### src/rtl/stp_pkg.sv
package stp_pkg;

   typedef enum logic [1:0] {
      CM_HOLD = 2'b00,
      CM_UP   = 2'b01,
      CM_UPDN = 2'b10,
      CM_DIR  = 2'b11
   } cnt_mode_e;

   typedef enum logic [1:0] {
      RL_ZERO     = 2'b00,
      RL_ZERO_PRD = 2'b01,
      RL_WRITE    = 2'b10,
      RL_RSVD     = 2'b11
   } reload_e;

   localparam int FLAG_UF = 0;
   localparam int FLAG_PM = 1;
   localparam int FLAG_CM = 2;
   localparam int NFLAGS  = 3;

endpackage

### src/rtl/stp_dir_sync.sv
module stp_dir_sync #(
   parameter int STAGES = 2
) (
   input  logic clk,
   input  logic rst_n,
   input  logic d_i,
   output logic q_o
);
   generate
      if (STAGES < 1) begin : g_bad
         $error("stp_dir_sync: STAGES must be at least 1");
      end
   endgenerate

   logic [STAGES-1:0] chain_q;

   generate
      if (STAGES == 1) begin : g_one
         always_ff @(posedge clk or negedge rst_n) begin
            if (!rst_n) chain_q <= '0;
            else        chain_q <= d_i;
         end
      end else begin : g_many
         always_ff @(posedge clk or negedge rst_n) begin
            if (!rst_n) chain_q <= '0;
            else        chain_q <= {chain_q[STAGES-2:0], d_i};
         end
      end
   endgenerate

   assign q_o = chain_q[STAGES-1];

endmodule

### src/rtl/stp_shadow_reg.sv
module stp_shadow_reg #(
   parameter int W         = 16,
   parameter bit ALLOW_IMM = 1'b0
) (
   input  logic         clk,
   input  logic         rst_n,
   input  logic         wr_en,
   input  logic [W-1:0] wr_data,
   input  logic         reload,
   input  logic         imm,
   output logic [W-1:0] shadow_q,
   output logic [W-1:0] active_q
);
   generate
      if (W < 1) begin : g_bad
         $error("stp_shadow_reg: W must be positive");
      end
   endgenerate

   always_ff @(posedge clk or negedge rst_n) begin
      if (!rst_n)     shadow_q <= '0;
      else if (wr_en) shadow_q <= wr_data;
   end

   logic imm_load;

   generate
      if (ALLOW_IMM) begin : g_imm
         assign imm_load = imm & wr_en;
      end else begin : g_noimm
         logic unused_imm;
         assign unused_imm = imm;
         assign imm_load   = 1'b0;
      end
   endgenerate

   always_ff @(posedge clk or negedge rst_n) begin
      if (!rst_n)        active_q <= '0;
      else if (imm_load) active_q <= wr_data;
      else if (reload)   active_q <= shadow_q;
   end

   // a reload takes the shadow's contents from before the edge
   a_r1_reload_takes_shadow: assert property (@(posedge clk) disable iff (!rst_n)
      (reload && !imm_load) |=> (active_q == $past(shadow_q)));

   // an immediate write reaches the active copy on its own edge
   a_r9_immediate_write: assert property (@(posedge clk) disable iff (!rst_n)
      imm_load |=> (active_q == $past(wr_data)));

   a_r1_hold_without_event: assert property (@(posedge clk) disable iff (!rst_n)
      (!reload && !imm_load) |=> $stable(active_q));

endmodule

### src/rtl/stp_counter.sv
module stp_counter
   import stp_pkg::*;
#(
   parameter int W = 16
) (
   input  logic         clk,
   input  logic         rst_n,
   input  logic         tick,
   input  cnt_mode_e    mode,
   input  logic         dir_up,
   input  logic [W-1:0] prd,
   output logic [W-1:0] cnt_q,
   output logic         run_o,
   output logic         evt_uf_o,
   output logic         evt_pm_o
);
   localparam logic [W-1:0] ONE = W'(1);

   logic [W-1:0] cnt_d;
   logic         up_q, up_d;

   always_comb begin
      cnt_d = cnt_q;
      up_d  = up_q;
      if (tick) begin
         unique case (mode)
            CM_UP: begin
               up_d  = 1'b1;
               cnt_d = (cnt_q >= prd) ? '0 : cnt_q + ONE;
            end
            CM_UPDN: begin
               if (up_q) begin
                  if (cnt_q >= prd) begin
                     up_d  = 1'b0;
                     cnt_d = (cnt_q == '0) ? '0 : cnt_q - ONE;
                  end else begin
                     cnt_d = cnt_q + ONE;
                  end
               end else begin
                  if (cnt_q == '0) begin
                     up_d  = 1'b1;
                     cnt_d = (prd == '0) ? '0 : ONE;
                  end else begin
                     cnt_d = cnt_q - ONE;
                  end
               end
            end
            CM_DIR: begin
               up_d = 1'b1;
               if (dir_up) cnt_d = (cnt_q >= prd) ? cnt_q : cnt_q + ONE;
               else        cnt_d = (cnt_q == '0) ? cnt_q : cnt_q - ONE;
            end
            default: begin
               cnt_d = cnt_q;
            end
         endcase
      end
   end

   always_ff @(posedge clk or negedge rst_n) begin
      if (!rst_n) begin
         cnt_q <= '0;
         up_q  <= 1'b1;
      end else begin
         cnt_q <= cnt_d;
         up_q  <= up_d;
      end
   end

   assign run_o    = tick & (mode != CM_HOLD);
   assign evt_uf_o = run_o & (cnt_q == '0);
   assign evt_pm_o = run_o & (cnt_q == prd);

   a_r2_up_wraps_to_zero: assert property (@(posedge clk) disable iff (!rst_n)
      (tick && mode == CM_UP && cnt_q >= prd) |=> (cnt_q == '0));

   a_r3_updown_single_step: assert property (@(posedge clk) disable iff (!rst_n)
      (tick && mode == CM_UPDN && prd != '0 && cnt_q <= prd)
      |=> ((cnt_q == $past(cnt_q) + ONE) || (cnt_q == $past(cnt_q) - ONE)));

   a_r4_dir_holds_at_period: assert property (@(posedge clk) disable iff (!rst_n)
      (tick && mode == CM_DIR && dir_up && cnt_q == prd) |=> (cnt_q == $past(cnt_q)));

   a_r4_dir_holds_at_zero: assert property (@(posedge clk) disable iff (!rst_n)
      (tick && mode == CM_DIR && !dir_up && cnt_q == '0) |=> (cnt_q == '0));

   a_r6_idle_keeps_count: assert property (@(posedge clk) disable iff (!rst_n)
      (!tick || mode == CM_HOLD) |=> $stable(cnt_q));

endmodule

### src/rtl/stp_cmp_out.sv
module stp_cmp_out
   import stp_pkg::*;
#(
   parameter int W = 16
) (
   input  logic              clk,
   input  logic              rst_n,
   input  logic              run,
   input  logic [W-1:0]      cnt,
   input  logic [W-1:0]      cmp,
   input  logic              evt_uf,
   input  logic              evt_pm,
   input  logic              active_high,
   input  logic [NFLAGS-1:0] clr,
   output logic              evt_cm_o,
   output logic              pwm_o,
   output logic [NFLAGS-1:0] flags_q
);
   logic              wave_q;
   logic [NFLAGS-1:0] set_v;

   assign evt_cm_o = run & (cnt == cmp);

   always_ff @(posedge clk or negedge rst_n) begin
      if (!rst_n)        wave_q <= 1'b0;
      else if (evt_cm_o) wave_q <= ~wave_q;
   end

   assign pwm_o = active_high ? wave_q : ~wave_q;

   always_comb begin
      set_v          = '0;
      set_v[FLAG_UF] = evt_uf;
      set_v[FLAG_PM] = evt_pm;
      set_v[FLAG_CM] = evt_cm_o;
   end

   generate
      for (genvar i = 0; i < NFLAGS; i++) begin : g_flag
         always_ff @(posedge clk or negedge rst_n) begin
            if (!rst_n) flags_q[i] <= 1'b0;
            else        flags_q[i] <= set_v[i] | (flags_q[i] & ~clr[i]);
         end

         a_r12_flag_sticky: assert property (@(posedge clk) disable iff (!rst_n)
            (flags_q[i] && !clr[i]) |=> flags_q[i]);

         a_r12_set_beats_clear: assert property (@(posedge clk) disable iff (!rst_n)
            set_v[i] |=> flags_q[i]);
      end
   endgenerate

   a_r10_toggle_on_match: assert property (@(posedge clk) disable iff (!rst_n)
      evt_cm_o |=> (wave_q != $past(wave_q)));

   a_r10_steady_without_match: assert property (@(posedge clk) disable iff (!rst_n)
      !evt_cm_o |=> $stable(wave_q));

endmodule

### src/rtl/shadow_timer_pwm.sv
module shadow_timer_pwm
   import stp_pkg::*;
#(
   parameter int W           = 16,
   parameter int SYNC_STAGES = 2
) (
   input  logic         clk,
   input  logic         rst_n,
   input  logic         tick,
   input  logic         dir_in,
   input  logic [1:0]   count_mode,
   input  logic [1:0]   cmp_reload_mode,
   input  logic         pwm_active_high,
   input  logic         prd_wr,
   input  logic [W-1:0] prd_wdata,
   input  logic         cmp_wr,
   input  logic [W-1:0] cmp_wdata,
   input  logic [2:0]   flag_clr,
   output logic [W-1:0] count,
   output logic         pwm_out,
   output logic [2:0]   flags
);
   generate
      if (W < 2 || W > 32) begin : g_bad_w
         $error("shadow_timer_pwm: W must lie in 2..32");
      end
      if (SYNC_STAGES != 2) begin : g_bad_sync
         $error("shadow_timer_pwm: direction latency is specified for 2 stages");
      end
   endgenerate

   cnt_mode_e    mode;
   reload_e      rl_mode;
   logic         dir_s;
   logic [W-1:0] prd_act, prd_shadow;
   logic [W-1:0] cmp_act, cmp_shadow;
   logic         run, evt_uf, evt_pm, evt_cm;
   logic         cmp_reload, cmp_imm;

   assign mode    = cnt_mode_e'(count_mode);
   assign rl_mode = reload_e'(cmp_reload_mode);

   stp_dir_sync #(.STAGES(SYNC_STAGES)) u_sync (
      .clk   (clk),
      .rst_n (rst_n),
      .d_i   (dir_in),
      .q_o   (dir_s)
   );

   stp_counter #(.W(W)) u_cnt (
      .clk      (clk),
      .rst_n    (rst_n),
      .tick     (tick),
      .mode     (mode),
      .dir_up   (dir_s),
      .prd      (prd_act),
      .cnt_q    (count),
      .run_o    (run),
      .evt_uf_o (evt_uf),
      .evt_pm_o (evt_pm)
   );

   stp_shadow_reg #(.W(W), .ALLOW_IMM(1'b0)) u_prd (
      .clk      (clk),
      .rst_n    (rst_n),
      .wr_en    (prd_wr),
      .wr_data  (prd_wdata),
      .reload   (evt_uf),
      .imm      (1'b0),
      .shadow_q (prd_shadow),
      .active_q (prd_act)
   );

   always_comb begin
      cmp_imm    = 1'b0;
      cmp_reload = 1'b0;
      unique case (rl_mode)
         RL_ZERO_PRD: cmp_reload = evt_uf | evt_pm;
         RL_WRITE:    cmp_imm    = 1'b1;
         default:     cmp_reload = evt_uf;
      endcase
   end

   stp_shadow_reg #(.W(W), .ALLOW_IMM(1'b1)) u_cmp (
      .clk      (clk),
      .rst_n    (rst_n),
      .wr_en    (cmp_wr),
      .wr_data  (cmp_wdata),
      .reload   (cmp_reload),
      .imm      (cmp_imm),
      .shadow_q (cmp_shadow),
      .active_q (cmp_act)
   );

   stp_cmp_out #(.W(W)) u_out (
      .clk         (clk),
      .rst_n       (rst_n),
      .run         (run),
      .cnt         (count),
      .cmp         (cmp_act),
      .evt_uf      (evt_uf),
      .evt_pm      (evt_pm),
      .active_high (pwm_active_high),
      .clr         (flag_clr),
      .evt_cm_o    (evt_cm),
      .pwm_o       (pwm_out),
      .flags_q     (flags)
   );

   // events only on running ticks
   a_r11_no_event_when_idle: assert property (@(posedge clk) disable iff (!rst_n)
      !run |-> !(evt_uf || evt_pm || evt_cm));

   // the period in use changes only after an underflow
   a_r1_period_changes_on_underflow: assert property (@(posedge clk) disable iff (!rst_n)
      !evt_uf |=> $stable(prd_act));

   // in mode 01 a period match refreshes the compare in use
   a_r8_reload_at_period: assert property (@(posedge clk) disable iff (!rst_n)
      (rl_mode == RL_ZERO_PRD && evt_pm && !cmp_wr) |=> (cmp_act == $past(cmp_shadow)));

endmodule

### config.mk
export PLATFORM = sky130hd
export DESIGN_NAME = shadow_timer_pwm
export DESIGN_NICKNAME = d
export VERILOG_FILES = /design/src/rtl/stp_pkg.sv /design/src/rtl/stp_dir_sync.sv /design/src/rtl/stp_shadow_reg.sv /design/src/rtl/stp_counter.sv /design/src/rtl/stp_cmp_out.sv /design/src/rtl/shadow_timer_pwm.sv
export SDC_FILE = /design/constraint.sdc
export NUM_CORES = 1
export LEC_CHECK = 0
export ABC_CLOCK_PERIOD_IN_PS = 3800
export BUFFER_PORTS_ARGS = -buffer_cell sky130_fd_sc_hd__buf_2
export CAP_MARGIN = 5
export CORE_ASPECT_RATIO = 1.5
export CORE_MARGIN = 1.5
export CORE_UTILIZATION = 30
export DETAILED_ROUTE_END_ITERATION = 10
export GPL_TIMING_DRIVEN = 0
export PLACE_DENSITY = 0.46
export SETUP_SLACK_MARGIN = 0.2
export SLEW_MARGIN = 5
export SYNTH_ARGS = -nofsm -noshare
export SYNTH_HDL_FRONTEND = slang
export SYNTH_SLANG_ARGS = --single-unit
### constraint.sdc
create_clock -name clk -period 3.8 [get_ports clk]
set_input_delay 0.38 -clock clk [delete_from_list [all_inputs] [get_ports clk]]
set_output_delay 0.38 -clock clk [all_outputs]
set_load 0.005 [all_outputs]
Word level (Yosys, flattened, before mapping) --
Cells that the tools add are included.
Storage, ports and cells: logic and storage cells 67, output and inout bits 20, bits in registers 87, input bits 46
Operators by class: reduce and logical (&&, ||, !) cells 9, mux-type cells 19, $lt $le $gt $ge 1, bitwise gates (word level) 16, add/subtract/negate cells 2, equality and inequality tests 9
Operators by type and width (count):
- two-way mux 16 bit | 10
- case mux 16 bit (3 select lines) | 1
- equality test 16 bit | 2
- logical NOT 16 bit | 2
- adder 16 x 1 -> 16 bit (second input constant) | 1
- >= comparator 16 bit | 1
- subtractor 16 x 1 -> 16 bit (second input constant) | 1
- AND 1 bit | 8
- equality test 2 bit (second input constant) | 3
- two-way mux 1 bit | 6
- != test 3 bit (second input constant) | 2
- nonzero test 2 bit | 3
- equality test 2 x 1 -> 1 bit (second input constant) | 2
- NOT 1 bit | 4
- OR 1 bit | 4
- case mux 1 bit (2 select lines) | 2
- AND reduction 4 bit | 1
- nonzero test 3 bit | 1
- AND reduction 2 bit | 1
- OR reduction 2 bit | 1

Longest topological paths before layout --
depth in word-level cells 7, mapped depth 11, mapped depth without buffers 9

By module --
A second synthesis with hierarchy kept.
Unflattened totals: cell total of the unflattened synthesis 479, area total of the unflattened synthesis 5124.9 µm²
Modules (own cells, without submodules):
- stp_counter | times used 1, cells an instance 262, area each 1921.8 µm², seq. area each 426.7 µm²
- stp_shadow_reg at u_cmp | times used 1, cells an instance 106, area each 1460.2 µm², seq. area each 800.8 µm²
- stp_shadow_reg at u_prd | times used 1, cells an instance 68, area each 1298.7 µm², seq. area each 800.8 µm²
- stp_cmp_out | times used 1, cells an instance 34, area each 342.8 µm², seq. area each 100.1 µm²
- shadow_timer_pwm | times used 1, cells an instance 7, area each 51.3 µm², seq. area each 0.0 µm²
- stp_dir_sync | times used 1, cells an instance 2, area each 50.0 µm², seq. area each 50.0 µm²

Least setup slack after synthesis --
No wires, ideal clock.
kind register to register, start register u_cnt.cnt_q[0], end register u_cnt.cnt_q[7], slack 932 ps, library setup time 126 ps, required time 3674 ps, cell stages (with the launch flop) 11, path buffers 1, arrival 2742 ps, clock period less this slack 2868 ps, cell sequence dfrtp_1 > inv_1 > ha_1 > or3b_1 > or4_4 > nor4_4 > o21ba_4 > a21o_4 > buf_6 > nor2_1 > a221o_1
On the way: longest elaborated chain between the ends 5, elaborated cells on any way between the ends 16, classes of those cells add/sub: 2; order compare: 1; eq/ne: 2; mux: 9; reduce/logical: 2
RTL lines:
- start, declared | RTL line stp_counter.sv:12 | output logic [W-1:0] cnt_q,
- start signal, assigned | RTL line stp_counter.sv:65 | cnt_q <= cnt_d;
- subtractor 16 x 1 -> 16 bit or logical NOT 16 bit (tied branches)
- two-way mux 16 bit | RTL line stp_counter.sv:35 | cnt_d = (cnt_q == '0) ? '0 : cnt_q - ONE;
- two-way mux 16 bit | RTL line stp_counter.sv:33 | if (cnt_q >= prd) begin
- two-way mux 16 bit | RTL line stp_counter.sv:32 | if (up_q) begin
- case mux 16 bit (3 select lines) | RTL line stp_counter.sv:26 | unique case (mode)
Parallel ways exist; a longest one is shown, timed or not. The select of a mux whose other input is x is not followed. A chain may end at the register's enable or synchronous reset.

Worst setup path in the final report --
start register u_cnt.cnt_q[0], end register u_cnt.cnt_q[5]
Same word-level chain as after synthesis.

==> results_dict.tcl <==
set metrics [dict create \
    grt_pass1_wl_um 22000 \
    required_ns 4.00 \
    synthTopCellsByArea "dfrtp_1 (43%), mux2_2 (15%), ha_1 (5.0%)" \
    critPathLaunch "u_cnt.cnt_q[0]" \
    slew_headroom_pct 31.6 \
    yosys-top-cells-count "dfrtp_1 (86), mux2_2 (65), nand2_1 (36)" \
    gp_congestion 0.891 \
    vias 3962 \
    std_cell_rows 57 \
    reg2reg_depth 10 \
    ys_ff_latch 87 \
    worst_setup_path_start_kind "flop" \
    antenna_cells 0 \
    synth_cell_types 62 \
    clk_latency_ns 0.34 \
    drt_iter0_drc 254 \
    ir_drop_uv 248 \
    skew_ns 0.0101 \
    track_usage_pct 16.3 \
    syn_area_per_cell_sq_um 10.4 \
    drive_gt1_share_pct 31.9 \
    die_w_um 109 \
    drv_cap 0 \
    htree_levels 3 \
    p_comb_share_pct 32.7 \
    gr-total-overflow 0 \
    path_class "flop to flop" \
    fp.dieH_um 162 \
    power.leakage_uw 0.00260 \
    clockBufferDepth 2 \
    postCtsSetupBuffers 0 \
    yosysWarningCount 0 \
    async_flop_share_pct 100 \
    drv_slew 0 \
    hp-class "input pin to asynchronous set/reset pin" \
    dr.pass1.iters 4 \
    grt_max_degree 46 \
    fp.dieArea_sq_mm 0.0176 \
    io_pins 66 \
    utilization_pct 37.0 \
    status "finished, final reports clean" \
    switching_power_uw 1170 \
    cts_root_buf "clkbuf_16" \
    wl_per_cell_um 17.7 \
    clock.fmax_mhz 293 \
    rsz0062_at_grt "false" \
    netlist.area_leader.share_pct 42.7 \
    yosysMostFrequentCell "dfrtp_1" \
    area_delta_synth_final_pct 19.8 \
    io_buffers 62 \
    worst_slew_pin_slew_ns 1.02 \
    cp.arrival_ns 3.61 \
    timing.rr.start "u_cnt.cnt_q[0]" \
    seq_area_frac_synth_pct 43.2 \
    hpwl_um 10600 \
    syn-num-nets 549 \
    synthesis.area_sq_mm 0.00504 \
    floorplan.initialDensity_pct 30.9 \
    core_sq_mm 0.0163 \
    drcViolationCount 0 \
    grt_pass1_vias 4188 \
    clock_power_share_pct 30.3 \
    synth_edf_count 0 \
    cts_tree "done" \
    antenna_found_initial 0 \
    crit_fanout 10 \
    wirelength_um 13600 \
    cts_buffers 9 \
    netSwitchingFraction_pct 34.1 \
    synth_ff_type "dfrtp_1" \
    yosys.area.top_type "dfrtp_1" \
    ant_nets 0 \
    p_int_uw 2250 \
    seqPwrFrac_pct 37.0 \
    num-nets-final 623 \
    min_period_ns 3.41 \
    path_clk_slew_ns 0.07 \
    end_kind "flop" \
    finalSetupViolCount 0 \
    synthesis.instances 483 \
    vias_per_cell 5.16 \
    powerDensity_mw_per_mm2 567 \
    hold_ws_ns 0.0320 \
    clock-sinks 87 \
    hold_violations 0 \
    finalCritPeriodShare_pct 89.7 \
]
-- registers in the layout, summed over array words and instances, names as in the netlist --
name and flops:
u_cnt.up_q 1, u_out.flags_q 3, u_sync.chain_q 2, u_prd.shadow_q 16
u_cmp.active_q 16, u_prd.active_q 16, u_cmp.shadow_q 16, u_cnt.cnt_q 16
u_out.wave_q 1
-- kinds of logic after synthesis --
family	synth area share, %
AOI/OAI and AO/OA	13.0
xor gates and xnor gates	3.30
adders and majority gates	4.97
buffers and inverters	5.04
DFF	43.2
muxes	15.3
and+or+nand+nor	15.2
-- power by group through the flow --
stage          sequential, uW  combinational, uW  clock (uW)
6_report                 1270               1120        1040
5_1_grt                  1300               1260        1090
4_1_cts                  1270               1130        1060
3_5_place_dp             1290               1110           0
3_3_place_gp             1280               1080           0
2_1_floorplan            1230                776           0
-- cells in the final DEF, fill, tap and decap left out, types with 6 or more instances in the layout --
cell type and n:
dfrtp_1 86, buf_2 67, mux2_2 65, nand2_1 36, o21ai_0 28, inv_1 27, nor2_1 21, ha_1 20
clkbuf_1 18, xnor2_1 14, a21oi_1 13, nand4_1 12, nand3_1 11, nor2b_1 9, clkbuf_16 9, nor4_1 6
-- critical path, stage by stage (launching register included) --
cell and delay [ns]:
dfrtp_1 0.48, inv_1 0.16, ha_1 0.23, or3b_1 0.48, or4_4 0.57, nor4_4 0.34, o21ba_4 0.25, a21oi_4 0.12
buf_2 0.27, nand2_1 0.21, o221ai_1 0.15
-- area by class of cell --
cell class	count	area (sq um)
multi-input cells	339	2650
well taps	206	258
plain buffers	30	155
fillers	1669	10300
flip-flops and latches	87	2180
clock buffers	11	243
clock inverters	5	106
inverters	27	101
repair buffers	63	340
-- final timing paths --
path	slack, ns	endpoint
min reg2reg	0.35	u_sync.chain_q[1]
min	0.03	u_prd.shadow_q[2]
min in group clk	0.14	u_sync.chain_q[0]
max in group asynchronous	3.10	u_cnt.up_q
max reg2reg	0.39	u_cnt.cnt_q[5]
max	0.39	u_cnt.cnt_q[5]
-- metal layers --
metal,vias to the layer above,routed length (um),GRT usage [%]
met4,0,324,6.94
li1,1914,-,-
met2,76,7240,28.9
met5,-,0,0
met1,1954,5580,19.0
met3,18,456,2.85
-- per-stage QoR --
| stage | setup WS, ns | TNS [ns] | cell area (sq um) | total power (uW) | instances |
|---|---|---|---|---|---|
| finish | 0.390 | 0 | 6040 | 3420 | 768 |
| global route | 0.218 | 0 | 6040 | 3650 | 768 |
| CTS | 0.182 | 0 | 6010 | 3450 | 768 |
| detailed placement | -0.0375 | -0.353 | 5640 | 2400 | 752 |
| global placement | -0.0126 | -0.116 | 5610 | 2360 | 751 |
| floorplan | 0.932 | 0 | 5040 | 2000 | 483 |
-- what timing repair did --
item,CTS,global route
hold buffers,0,0
gates cloned,0,0
setup endpoints to repair,20,22
resized for setup,4,8
pin swaps,0,1
No activity file was read; power rests on OpenSTA's default activity.
